$ cat config.mk
export PLATFORM = sky130hd
export DESIGN_NAME = spi_fifo_irq
export DESIGN_NICKNAME = d
export VERILOG_FILES = /design/src/rtl/spi_fifo_irq_pkg.sv /design/src/rtl/spi_fifo_irq_buf.sv /design/src/rtl/spi_fifo_irq_flags.sv /design/src/rtl/spi_fifo_irq.sv
export SDC_FILE = /design/constraint.sdc
export NUM_CORES = 1
export LEC_CHECK = 0
export BUFFER_PORTS_ARGS = -buffer_cell sky130_fd_sc_hd__clkbuf_2
export CAP_MARGIN = 10
export CORE_MARGIN = 2
export CORE_UTILIZATION = 56
export DETAILED_ROUTE_END_ITERATION = 8
export GPL_TIMING_DRIVEN = 0
export PLACE_DENSITY = 0.87
export SLEW_MARGIN = 20
export SYNTH_ARGS = -nofsm -noshare
export SYNTH_HDL_FRONTEND = slang
export SYNTH_SLANG_ARGS = --single-unit
$ cat constraint.sdc
create_clock -name clk -period 5.85 [get_ports clk]
set_input_delay 1.4625 -clock clk [delete_from_list [all_inputs] [get_ports clk]]
set_output_delay 1.4625 -clock clk [all_outputs]
set_load 0.02 [all_outputs]
$ cat src/rtl/spi_fifo_irq_pkg.sv
package spi_fifo_irq_pkg;
    localparam int FIFO_DEPTH = 8;
    localparam int WORD_W     = 32;
    localparam int THR_W      = 4;

    typedef enum logic [2:0] {
        ADR_DATA = 3'd0,
        ADR_FCTL = 3'd1,
        ADR_STAT = 3'd2,
        ADR_IEN  = 3'd3,
        ADR_ISR  = 3'd4
    } reg_adr_e;

    localparam int BIT_TX_FLUSH = 12;
    localparam int BIT_TX_THR   = 8;
    localparam int BIT_RX_FLUSH = 4;
    localparam int BIT_RX_THR   = 0;
    localparam int BIT_RDY      = 9;
    localparam int BIT_TC       = 4;
    localparam int BIT_RC       = 3;
    localparam int BIT_ROR      = 0;
endpackage

$ cat src/rtl/spi_fifo_irq_buf.sv
module spi_fifo_irq_buf #(
    parameter int DW    = 32,
    parameter int DEPTH = 8,
    parameter int CW    = 4
) (
    input  logic          clk,
    input  logic          rst_n,
    input  logic          flush,
    input  logic          push,
    input  logic [DW-1:0] din,
    input  logic          pop,
    output logic [DW-1:0] dout,
    output logic [CW-1:0] count,
    output logic          full,
    output logic          empty,
    output logic          push_ok,
    output logic          pop_ok
);
    localparam int PW = (DEPTH > 1) ? $clog2(DEPTH) : 1;

    logic [DW-1:0] mem [DEPTH];
    logic [PW-1:0] wp, rp;
    logic [CW-1:0] cnt;

    function automatic logic [PW-1:0] step(input logic [PW-1:0] p);
        return (p == PW'(DEPTH - 1)) ? '0 : p + 1'b1;
    endfunction

    assign full    = (cnt == CW'(DEPTH));
    assign empty   = (cnt == '0);
    assign push_ok = push && !full && !flush;
    assign pop_ok  = pop && !empty && !flush;
    assign count   = cnt;
    assign dout    = mem[rp];

    always_ff @(posedge clk or negedge rst_n) begin
        if (!rst_n) begin
            wp  <= '0;
            rp  <= '0;
            cnt <= '0;
        end else if (flush) begin
            wp  <= '0;
            rp  <= '0;
            cnt <= '0;
        end else begin
            if (push_ok) wp <= step(wp);
            if (pop_ok)  rp <= step(rp);
            if (push_ok && !pop_ok)      cnt <= cnt + 1'b1;
            else if (!push_ok && pop_ok) cnt <= cnt - 1'b1;
        end
    end

    always_ff @(posedge clk) begin
        if (push_ok) mem[wp] <= din;
    end
endmodule

$ cat src/rtl/spi_fifo_irq_flags.sv
module spi_fifo_irq_flags #(
    parameter int CW    = 4,
    parameter int THR_W = 4
) (
    input  logic             clk,
    input  logic             rst_n,
    input  logic             rx_push,
    input  logic             rx_push_ok,
    input  logic             rx_pop_ok,
    input  logic             rx_full,
    input  logic [CW-1:0]    rx_cnt,
    input  logic [THR_W-1:0] rx_thr,
    input  logic             tx_push_ok,
    input  logic             tx_pop_ok,
    input  logic [CW-1:0]    tx_cnt,
    input  logic             clr_wr,
    input  logic             clr_tc,
    input  logic             clr_rc,
    input  logic             clr_ror,
    input  logic             ien_wr,
    input  logic             ien_rc_d,
    input  logic             ien_ror_d,
    output logic             sts_tc,
    output logic             sts_rc,
    output logic             sts_ror,
    output logic             ien_rc,
    output logic             ien_ror,
    output logic             irq
);
    logic hit_rc, hit_ror, hit_tc;

    assign hit_rc  = rx_push_ok && !rx_pop_ok && (rx_thr != '0)
                     && ((32'(rx_cnt) + 32'd1) == 32'(rx_thr));
    assign hit_ror = rx_push && rx_full;
    assign hit_tc  = tx_pop_ok && !tx_push_ok && (tx_cnt == CW'(1));

    always_ff @(posedge clk or negedge rst_n) begin
        if (!rst_n) begin
            sts_tc  <= 1'b0;
            sts_rc  <= 1'b0;
            sts_ror <= 1'b0;
            ien_rc  <= 1'b0;
            ien_ror <= 1'b0;
        end else begin
            sts_tc  <= hit_tc  || (sts_tc  && !(clr_wr && clr_tc));
            sts_rc  <= hit_rc  || (sts_rc  && !(clr_wr && clr_rc));
            sts_ror <= hit_ror || (sts_ror && !(clr_wr && clr_ror));
            if (ien_wr) begin
                ien_rc  <= ien_rc_d;
                ien_ror <= ien_ror_d;
            end
        end
    end

    assign irq = (sts_rc && ien_rc) || (sts_ror && ien_ror);
endmodule

$ cat src/rtl/spi_fifo_irq.sv
module spi_fifo_irq
    import spi_fifo_irq_pkg::*;
#(
    parameter int DEPTH = FIFO_DEPTH,
    parameter int DW    = WORD_W
) (
    input  logic          clk,
    input  logic          rst_n,
    input  logic          reg_wr,
    input  logic          reg_rd,
    input  logic [2:0]    reg_addr,
    input  logic [31:0]   reg_wdata,
    output logic [31:0]   reg_rdata,
    output logic          irq,
    output logic [DW-1:0] tx_word,
    output logic          tx_valid,
    input  logic          tx_take,
    input  logic [DW-1:0] rx_word,
    input  logic          rx_push
);
    localparam int CW = $clog2(DEPTH + 1);

    logic [THR_W-1:0] tx_thr, rx_thr;
    logic [CW-1:0]    tx_cnt, rx_cnt;
    logic [DW-1:0]    rx_dout;
    logic tx_full, tx_empty, tx_push_ok, tx_pop_ok;
    logic rx_full, rx_empty, rx_push_ok, rx_pop_ok;
    logic sts_tc, sts_rc, sts_ror, ien_rc, ien_ror;
    logic wr_data, wr_fctl, wr_ien, wr_isr, rd_data;
    logic unused_wbits;

    assign wr_data = reg_wr && (reg_addr == ADR_DATA);
    assign wr_fctl = reg_wr && (reg_addr == ADR_FCTL);
    assign wr_ien  = reg_wr && (reg_addr == ADR_IEN);
    assign wr_isr  = reg_wr && (reg_addr == ADR_ISR);
    assign rd_data = reg_rd && (reg_addr == ADR_DATA);
    assign unused_wbits = ^{reg_wdata[31:13], reg_wdata[7:5]};

    always_ff @(posedge clk or negedge rst_n) begin
        if (!rst_n) begin
            tx_thr <= '0;
            rx_thr <= '0;
        end else if (wr_fctl) begin
            tx_thr <= reg_wdata[BIT_TX_THR +: THR_W];
            rx_thr <= reg_wdata[BIT_RX_THR +: THR_W];
        end
    end

    spi_fifo_irq_buf #(.DW(DW), .DEPTH(DEPTH), .CW(CW)) u_txq (
        .clk(clk), .rst_n(rst_n),
        .flush(wr_fctl && reg_wdata[BIT_TX_FLUSH]),
        .push(wr_data), .din(reg_wdata[DW-1:0]),
        .pop(tx_take), .dout(tx_word), .count(tx_cnt),
        .full(tx_full), .empty(tx_empty),
        .push_ok(tx_push_ok), .pop_ok(tx_pop_ok)
    );

    spi_fifo_irq_buf #(.DW(DW), .DEPTH(DEPTH), .CW(CW)) u_rxq (
        .clk(clk), .rst_n(rst_n),
        .flush(wr_fctl && reg_wdata[BIT_RX_FLUSH]),
        .push(rx_push), .din(rx_word),
        .pop(rd_data), .dout(rx_dout), .count(rx_cnt),
        .full(rx_full), .empty(rx_empty),
        .push_ok(rx_push_ok), .pop_ok(rx_pop_ok)
    );

    spi_fifo_irq_flags #(.CW(CW), .THR_W(THR_W)) u_flags (
        .clk(clk), .rst_n(rst_n),
        .rx_push(rx_push), .rx_push_ok(rx_push_ok), .rx_pop_ok(rx_pop_ok),
        .rx_full(rx_full), .rx_cnt(rx_cnt), .rx_thr(rx_thr),
        .tx_push_ok(tx_push_ok), .tx_pop_ok(tx_pop_ok), .tx_cnt(tx_cnt),
        .clr_wr(wr_isr), .clr_tc(reg_wdata[BIT_TC]),
        .clr_rc(reg_wdata[BIT_RC]), .clr_ror(reg_wdata[BIT_ROR]),
        .ien_wr(wr_ien), .ien_rc_d(reg_wdata[BIT_RC]),
        .ien_ror_d(reg_wdata[BIT_ROR]),
        .sts_tc(sts_tc), .sts_rc(sts_rc), .sts_ror(sts_ror),
        .ien_rc(ien_rc), .ien_ror(ien_ror), .irq(irq)
    );

    assign tx_valid = !tx_empty;

    always_comb begin
        reg_rdata = '0;
        unique case (reg_addr)
            ADR_DATA: if (!rx_empty) reg_rdata[DW-1:0] = rx_dout;
            ADR_FCTL: begin
                reg_rdata[BIT_TX_THR +: THR_W] = tx_thr;
                reg_rdata[BIT_RX_THR +: THR_W] = rx_thr;
            end
            ADR_STAT: reg_rdata[0] = !rx_empty;
            ADR_IEN: begin
                reg_rdata[BIT_RC]  = ien_rc;
                reg_rdata[BIT_ROR] = ien_ror;
            end
            ADR_ISR: begin
                reg_rdata[BIT_RDY] = !rx_empty;
                reg_rdata[BIT_TC]  = sts_tc;
                reg_rdata[BIT_RC]  = sts_rc;
                reg_rdata[BIT_ROR] = sts_ror;
            end
            default: reg_rdata = '0;
        endcase
    end
endmodule

# Yosys cells after proc, flatten, opt, wreduce, memory -nomap -nowiden
# Memories as Yosys holds them, arrays and structs flattened.
# Cells that the tools add are included.
dict set report op_classes {
  eq_ne 12
  reduce_logical 58
  add_sub_neg 9
  muxes 32
}
# cell n
set ops {}
lappend ops {{$mux 3} 13}
lappend ops {{$eq 32x4->1} 1}
lappend ops {{$mux 32} 1}
lappend ops {{$logic_and 1x1->1} 31}
lappend ops {{$mux 4} 6}
lappend ops {{$mux 20} 1}
lappend ops {{$eq 3x3->1 const B} 5}
lappend ops {{$logic_not 1->1} 13}
lappend ops {{$add 3x1->3 const B} 4}
lappend ops {{$add 4x1->4 const B} 2}
lappend ops {{$eq 4x4->1 const B} 2}
lappend ops {{$logic_not 4->1} 2}
lappend ops {{$pmux 2 s2} 2}
lappend ops {{$reduce_bool 2->1} 4}
lappend ops {{$sub 4x1->4 const B} 2}
lappend ops {{$eq 3x2->1 const B} 2}
lappend ops {{$reduce_bool 3->1} 2}
lappend ops {{$add 4x1->5 const B} 1}
lappend ops {{$pmux 1 s5} 1}
lappend ops {{$eq 4x1->1 const B} 1}
lappend ops {{$logic_or 1x1->1} 4}
lappend ops {{$mux 1} 4}
lappend ops {{$pmux 1 s2} 2}
lappend ops {{$pmux 1 s4} 1}
lappend ops {{other kinds (4)} 4}
dict set report totals {
  regBits 33
  in_bits 73
  wordCells 126
  n_memories 2
  ramBits 512
}
# memory depth word_bits rd rd_ports_with_merged_regs wr line_no
set mem_list {}
lappend mem_list {u_rxq.mem 8 32 1 0 1 spi_fifo_irq_buf.sv:21} ;# logic [DW-1:0] mem [DEPTH];
lappend mem_list {u_txq.mem 8 32 1 0 1 spi_fifo_irq_buf.sv:21}

# Depth between registers and ports, before layout
# Gate-level depths: netlist of run 1.
dict set report depth {
  word_depth 10
  mapped_depth 13
}

# Hierarchy
# Synthesis of run 1 repeated with hierarchy kept, for this count alone.
dict set report hier_totals {
  cells_unflattened 1019
  hier_area_um2 21708.3
}
# module n_inst seq_area_each_um2 cells_per_inst area_per_inst_um2
set by_module_without_submodules {}
lappend by_module_without_submodules {{spi_fifo_irq_buf (u_rxq)} 1 7937.6 453 10357.4}
lappend by_module_without_submodules {{spi_fifo_irq_buf (u_txq)} 1 7937.6 455 10301.1}
lappend by_module_without_submodules {spi_fifo_irq 1 200.2 82 748.2}
lappend by_module_without_submodules {spi_fifo_irq_flags 1 125.1 29 301.5}

# Worst setup path before layout of run 1
# No wires, ideal clock.
dict set report synth_path {
  kind {input to register}
  startpoint {input reg_addr[1]}
  endpoint {memory u_txq.mem[0][0], enable pin}
  t_arrival_ps 5415
  required_time_ps 5348
  path_stages 4
  setup_ps 502
  n_path_buf 1
  slack_ps -68
  cell_sequence {buf_4 -> nor4b_1 -> o21ai_0 -> nor4_1}
}
dict set report synth_via {
  elab_chain_len 7
  elab_cells_between_ends 10
}
# element line_no
set synth_rtl {}
lappend synth_rtl {{from (decl)} spi_fifo_irq.sv:11} ;# input logic [2:0] reg_addr,
lappend synth_rtl {{$eq 3x1->1} spi_fifo_irq.sv:33} ;# assign wr_fctl = reg_wr && (reg_addr == ADR_FCTL);
lappend synth_rtl {{$logic_and 1x1->1} spi_fifo_irq.sv:33}
lappend synth_rtl {{$logic_and 1x1->1} spi_fifo_irq.sv:51} ;# .flush(wr_fctl && reg_wdata[BIT_TX_FLUSH]),
lappend synth_rtl {{$logic_not 1->1} spi_fifo_irq_buf.sv:31} ;# assign push_ok = push && !full && !flush;
lappend synth_rtl {{$logic_and 1x1->1 *} spi_fifo_irq_buf.sv:31}
lappend synth_rtl {{$mux 1 *} spi_fifo_irq_buf.sv:54} ;# if (push_ok) mem[wp] <= din;
lappend synth_rtl {{$mux 1 (not written as such) *} spi_fifo_irq_buf.sv:54}
lappend synth_rtl {{to (decl)} spi_fifo_irq_buf.sv:21}
# Every way passes the cells marked *; elsewhere a longest branch is shown, timed or not.

# Worst setup path after layout of run 1
dict set report layout_path {
  startpoint {input reg_addr[1]}
  endpoint {output reg_rdata[10]}
}
dict set report layout_via {
  elab_chain_len 2
  elab_cells_between_ends 3
}
# element line_no
set layout_rtl {}
lappend layout_rtl {{$eq 3x1->1 / $logic_not 3->1 (equally long branches)} spi_fifo_irq.sv:84} ;# unique case (reg_addr)
lappend layout_rtl {{$pmux 2 s2 *} spi_fifo_irq.sv:84}
lappend layout_rtl {{to (decl)} spi_fifo_irq.sv:13} ;# output logic [31:0] reg_rdata,
# Marks and branches as above.

==> results of run 1 <==
placed cells by master, fill, tap and decap left out, types with 6 or more instances in the layout:
cell,n
buf_16,8
clkinv_2,8
o21ai_0,12
nor2_4,9
clkbuf_16,53
clkbuf_1,34
buf_2,13
nand3_1,11
nor3_2,6
mux2_2,45
nor2_1,42
buf_6,17
clkbuf_2,135
bufinv_16,9
buf_1,7
mux2i_1,35
buf_4,16
ha_1,15
nand2_1,26
nor3_1,7
inv_1,8
clkinvlp_4,7
edfxtp_1,512
dfrtp_1,33
a21oi_1,8
mux4_2,128
how the worst max path moves through the flow:
stage	startpoint	endpoint	cells past startpoint
CTS	reg_addr[1]	reg_rdata[10]	7
detailed placement	reg_addr[1]	reg_rdata[10]	7
finish	reg_addr[1]	reg_rdata[10]	7
global placement	reg_addr[1]	u_txq.mem[4][15]$_DFFE_PP_	5
floorplan	reg_addr[2]	u_txq.mem[1][0]$_DFFE_PP_	6
global route	reg_addr[1]	reg_rdata[10]	7
power groups by stage:
stage	logic, uW	registers (uW)	clock network, uW
2_1_floorplan	2340	4860	0
6_report	3440	4860	3570
5_1_grt	3650	4880	3740
4_1_cts	3450	4850	3620
3_3_place_gp	3140	4900	0
3_5_place_dp	3360	4920	0
sequential cells by signal, summed over array words and instances, names as in the netlist:
name and count:
u_flags.sts_rc 1, u_txq.mem 256, u_txq.rp 3, u_flags.ien_ror 1, u_txq.wp 3, rx_thr 4
u_rxq.rp 3, u_flags.sts_ror 1, u_flags.sts_tc 1, u_rxq.wp 3, u_flags.ien_rc 1, u_rxq.mem 256
tx_thr 4, u_txq.count 4, u_rxq.count 4
final cells by class:
type	count	area share, %
inverter	8	0.119
sequential	545	64.2
tap	511	2.53
antenna	3	0.0297
buffer	49	1.01
clock buffer	68	5.51
timing repair buffer	171	4.70
clock inverter	30	1.71
multi-input combinational	408	20.2
per-stage QoR:
step                instances  instance area [um2]
floorplan                1010                21500
global placement         1656                22800
detailed placement       1692                23400
CTS                      1790                25200
global route             1790                25200
finish                   1793                25300
metal layers:
layer	GRT usage (%)	up-vias	wire length (um)
met1	31.9	5793	17400
met3	6.30	129	4770
li1	-	4628	-
met5	0	-	28
met2	45.0	687	26300
met4	10.4	4	1850
kinds of logic after synthesis:
kind of cell             Yosys count
flip-flops                       545
adder cells (fa/ha/maj)           16
buffers and inverters             57
AO/OA/AOI/OAI                     48
XOR/XNOR                           8
AND/OR/NAND/NOR                  128
multiplexers                     208
critical path: cells and delay by family:
kind            cells  cell delay, ns
compound gates      1            0.59
buf+inv             4            0.95
simple gates        2            0.52
==> results.cfg, run 1 <==
[logic_synthesis]
yosys.area.top_type_share_pct = 71.6
yosysMostFrequentCell = edfxtp_1
synthTopCellsByCount = 512 x edfxtp_1, 128 x mux4_2, 51 x nor2_1
yosys.area_share.adder_pct = 0.967
synth_area_leaders = edfxtp_1 72%, mux4_2 13%, dfrtp_1 3.8%
synth_xor_area_share_pct = 0.326
synth-compound-area-share_pct = 1.59
synth_nets = 1099
synthFlopType = edfxtp_1
netlist_area_um2 = 21500
synth_top_family_by_area = multiplexers
synthCells = 1010
synthMuxAreaShare_pct = 17.4
ys_ff_latch = 545
synthArstFlopShare_pct = 6.06
synth-simple-area-share_pct = 2.95
synth-edff-count = 512
yosys.area.top_type = edfxtp_1
ys_seq_area_share_pct = 75.4
synth_area_per_cell_um2 = 21.3
synth_cell_types = 56
synth_warnings = 0

[cts]
cts_tree = built
postCtsHoldBufs = 0
clkSinkCount = 545
cts_buffer_depth = 3
cts_root_buffer = clkbuf_16
ctsResizeCount = 0
post_cts_buffers = 0
path_clk_slew_ns = 0.05
worstSkewPairLatency_ns = 0.61
htree_num_levels = 2
cts_made_buffers = 52

[finish]
layout-drive-gt1-share_pct = 37.2
final_util_pct = 66.9
area_delta_synth_final_pct = 17.6
n_fill_cell = 2197
multi_input_area_um2 = 5110
nets = 1324
final-seq-area_um2 = 16200

[pwr]
comb_power_share_pct = 28.9
switchingPower_uw = 3600
power_density_nw_per_um2 = 470
pwr-share-seq_pct = 40.9
ir_drop_mv = 0.466
finalPower_uw = 11900
leakagePower_uw = 0.00843
swShare_pct = 30.4
intPower_uw = 8270
clkPwrFrac_pct = 30.1

[sta]
holdWs_ns = 0.519
timing.final.hold_violations = 0
fin_skew_ns = 0.0220
tightest_slew_ns = 1.09
fin_ws_ns = 0.853
slew_viol_final = 0
finalCritPeriodShare_pct = 85.4
final.min_clock_period_ns = 5.00
slew_headroom_pct = 26.7
setup_violations = 0
rsz0062_at_grt = no
tns_ns = 0
max_freq_mhz = 200

[worst_setup_path]
cp_data_arrival_time_ns = 3.53
r2r_setup_slack_ns = 2.64
crit_chain = clkbuf_2 -> buf_4 -> nor2_1 -> nand2_1 -> clkbuf_1 -> o21ai_0 -> clkbuf_2
r2r_start = u_txq.count[0]$_DFFE_PN0P_
path_class = in2out
r2r_end = u_txq.mem[1][13]$_DFFE_PP_
r2r_cells = 9
cp_max_fo = 10
slowest_stage = o21ai_0
critPathRequiredTime_ns = 4.39
endpoint_kind = output pin
crit_top_cell = clkbuf_2
crit_path_max_incr_delay_ns = 0.59
start_kind = input pin

[die]
core_um2 = 37800
num_io_pins = 139
fp.dieW_um = 200
die-area_um2 = 39900
num_rows = 71
die_h_um = 200
initial_utilization_pct = 56.9

[route]
viasPerCell = 6.27
first_iter_violations = 1079
routed_wirelength_um = 50300
ant_nets = 0
drc = 0
drtPass1Iterations = 6
vias = 11241
wl_per_cell_um = 28.1

[hold_path]
min_to = u_flags.sts_tc$_DFF_PN0_
min_path_type = reg2reg
hold-path-cell-count = 1
min_from = u_flags.sts_tc$_DFF_PN0_

[placement]
dp_hpwl_um = 31100
gp_congestion = 0.801
place_ws_ns = 1.04
port_buffers = 135

[flow_run]
maxCapViolCount = 0

[global_routing]
antenna_found_initial = 4
grt_overflow = 0
grt_use_total_pct = 26.0
grt_pass1_wl_um = 74400
grt_pass1_vias = 11649
grt_max_degree = 34

[status]
status = completed
Note: power is estimated with default switching activity, not from simulation.
==> run 2, diff against run 1 <==
--- a/config.mk
+++ b/config.mk
@@ -8,10 +8,10 @@
 export BUFFER_PORTS_ARGS = -buffer_cell sky130_fd_sc_hd__clkbuf_2
 export CAP_MARGIN = 10
 export CORE_MARGIN = 2
-export CORE_UTILIZATION = 56
+export CORE_UTILIZATION = 55
 export DETAILED_ROUTE_END_ITERATION = 8
 export GPL_TIMING_DRIVEN = 0
-export PLACE_DENSITY = 0.87
+export PLACE_DENSITY = 0.85
 export SLEW_MARGIN = 20
 export SYNTH_ARGS = -nofsm -noshare
 export SYNTH_HDL_FRONTEND = slang
==> constraint.sdc (replaced) <==
create_clock -name clk -period 5.85 [get_ports clk]
set_input_delay 1.4625 -clock clk [delete_from_list [all_inputs] [get_ports clk]]
set_output_delay 1.4625 -clock clk [all_outputs]
set_load 0.005 [all_outputs]
==> run 2 against run 1 <==
Against the previous run: largest cell class unchanged; register-to-register slack improved by 0.06 ns; non-clock buffer count unchanged; routed wire length decreased by 1.0%; highest routed layer unchanged; clock skew decreased by 0.0012 ns; critical path depth unchanged; setup slack improved by 0.33 ns.
==> results.cfg, run 2 (same netlist as run 1, synthesis figures left out) <==
[cts]
cts_made_buffers = 52
htree_num_levels = 2
cts_buffer_depth = 3
clkSinkCount = 545
ctsResizeCount = 0
postCtsHoldBufs = 0
path_clk_slew_ns = 0.06
post_cts_buffers = 0
cts_root_buffer = clkbuf_16
cts_tree = built
worstSkewPairLatency_ns = 0.60

[sta]
fin_ws_ns = 1.18
final.min_clock_period_ns = 4.67
max_freq_mhz = 214
fin_skew_ns = 0.0208
holdWs_ns = 0.514
timing.final.hold_violations = 0
setup_violations = 0
slew_headroom_pct = 34.1
slew_viol_final = 0
tightest_slew_ns = 0.989
finalCritPeriodShare_pct = 79.8
rsz0062_at_grt = no

[worst_setup_path]
r2r_start = u_txq.count[0]$_DFFE_PN0P_
r2r_setup_slack_ns = 2.70
cp_max_fo = 10
endpoint_kind = output pin
critPathLaunch = reg_addr[1]
critPathRequiredTime_ns = 4.39
cp_data_arrival_time_ns = 3.20
r2r_end = u_txq.mem[1][16]$_DFFE_PP_
start_kind = input pin
path_class = in2out
r2r_cells = 9

[global_routing]
grt_overflow = 0
grt_max_degree = 34
grt_pass1_wl_um = 74200
grt_use_total_pct = 25.0
antenna_found_initial = 5
grt_pass1_vias = 11687

[die]
die_h_um = 202
num_io_pins = 139
num_rows = 72
initial_utilization_pct = 55.7
core_um2 = 38600
die-area_um2 = 40600
fp.dieW_um = 202

[route]
wl_met1_um = 17700
first_iter_violations = 1058
drc = 0
viasPerCell = 6.21
wl_met2_um = 26300
top_layer_used = met5
ant_nets = 0
drtPass1Iterations = 5
route.met3.wl_um = 4290
routed_wirelength_um = 49800
wl_per_cell_um = 27.7
vias = 11171

[hold_path]
min_from = u_flags.sts_tc$_DFF_PN0_
min_path_type = reg2reg
hold-path-cell-count = 1
min_to = u_flags.sts_tc$_DFF_PN0_

[status]
status = completed

[placement]
postPlaceCellArea_um2 = 23400
gp_congestion = 0.804
port_buffers = 135
dp_hpwl_um = 30300
place_ws_ns = 1.21

[finish]
top_regs = u_rxq.mem (256), u_txq.mem (256)
mostFrequentLayoutCells = 512 x edfxtp_1, 135 x clkbuf_2, 128 x mux4_2, 53 x clkbuf_16, 45 x mux2_2
area_delta_synth_final_pct = 17.0
final_common_cell = edfxtp_1
nets = 1324
stdcell_area_um2 = 25100
layout-drive-gt1-share_pct = 36.6

[flow_run]
maxCapViolCount = 0

[pwr]
leakagePower_uw = 0.00839
power_density_nw_per_um2 = 455
ir_drop_mv = 0.343
run 2: changes by cell type in the layout (fill, tap and decap cells not counted), moves of 2 or more:
cell        previous run  this run
bufinv_16              9         7
clkinvlp_4             7         3
inv_6                  2         0
clkinv_1               1        11
buf_16                 8         6
buf_6                 17        14
buf_4                 16        20
clkbuf_1              34        30
run 2: worst max path at each step:
stage                                            end  slack [ns]
after global routing                    reg_rdata[8]        1.07
final                                   reg_rdata[8]        1.18
after CTS                               reg_rdata[8]        1.15
after global placement    u_txq.mem[4][21]$_DFFE_PP_       -1.67
after floorplan            u_txq.mem[1][0]$_DFFE_PP_        0.65
after detailed placement                reg_rdata[8]        1.21
run 2: through the flow:
step                std cells  TNS (ns)  utilization (%)  total power [uW]
floorplan                1010         0                -              6950
global placement         1663   -268.12             59.2              7810
detailed placement       1699         0             60.7              8020
CTS                      1795         0             65.1             11500
global route             1796         0             65.2             11800
finish                   1798         0             65.2             11400
run 2: layer usage:
| layer | GRT usage (%) | vias up |
|---|---|---|
| met5 | 0 | - |
| met4 | 8.80 | 4 |
| met3 | 5.59 | 116 |
| met2 | 43.9 | 614 |
| met1 | 30.8 | 5802 |
| li1 | - | 4635 |
run 2: cell type report:
class	instances	area [um2]
fill	2398	13400
clock buffer	63	1360
clock inverter	33	367
timing repair buffer	171	1150
tap	518	648
buffer	49	255
inverter	8	30.0
sequential	545	16200
antenna	3	7.51
multi-input combinational	408	5110
run 2: where the power goes:
part	switching (uW)	internal (uW)	total, uW
logic	1670	1500	3170
clock network	1430	1980	3410
registers	197	4650	4850
run 2: critical path, stage by stage:
cell,delay [ns]
clkbuf_2,0.09
buf_4,0.17
nor2_1,0.20
nand2_1,0.23
clkbuf_1,0.34
o21ai_0,0.50
clkbuf_2,0.20
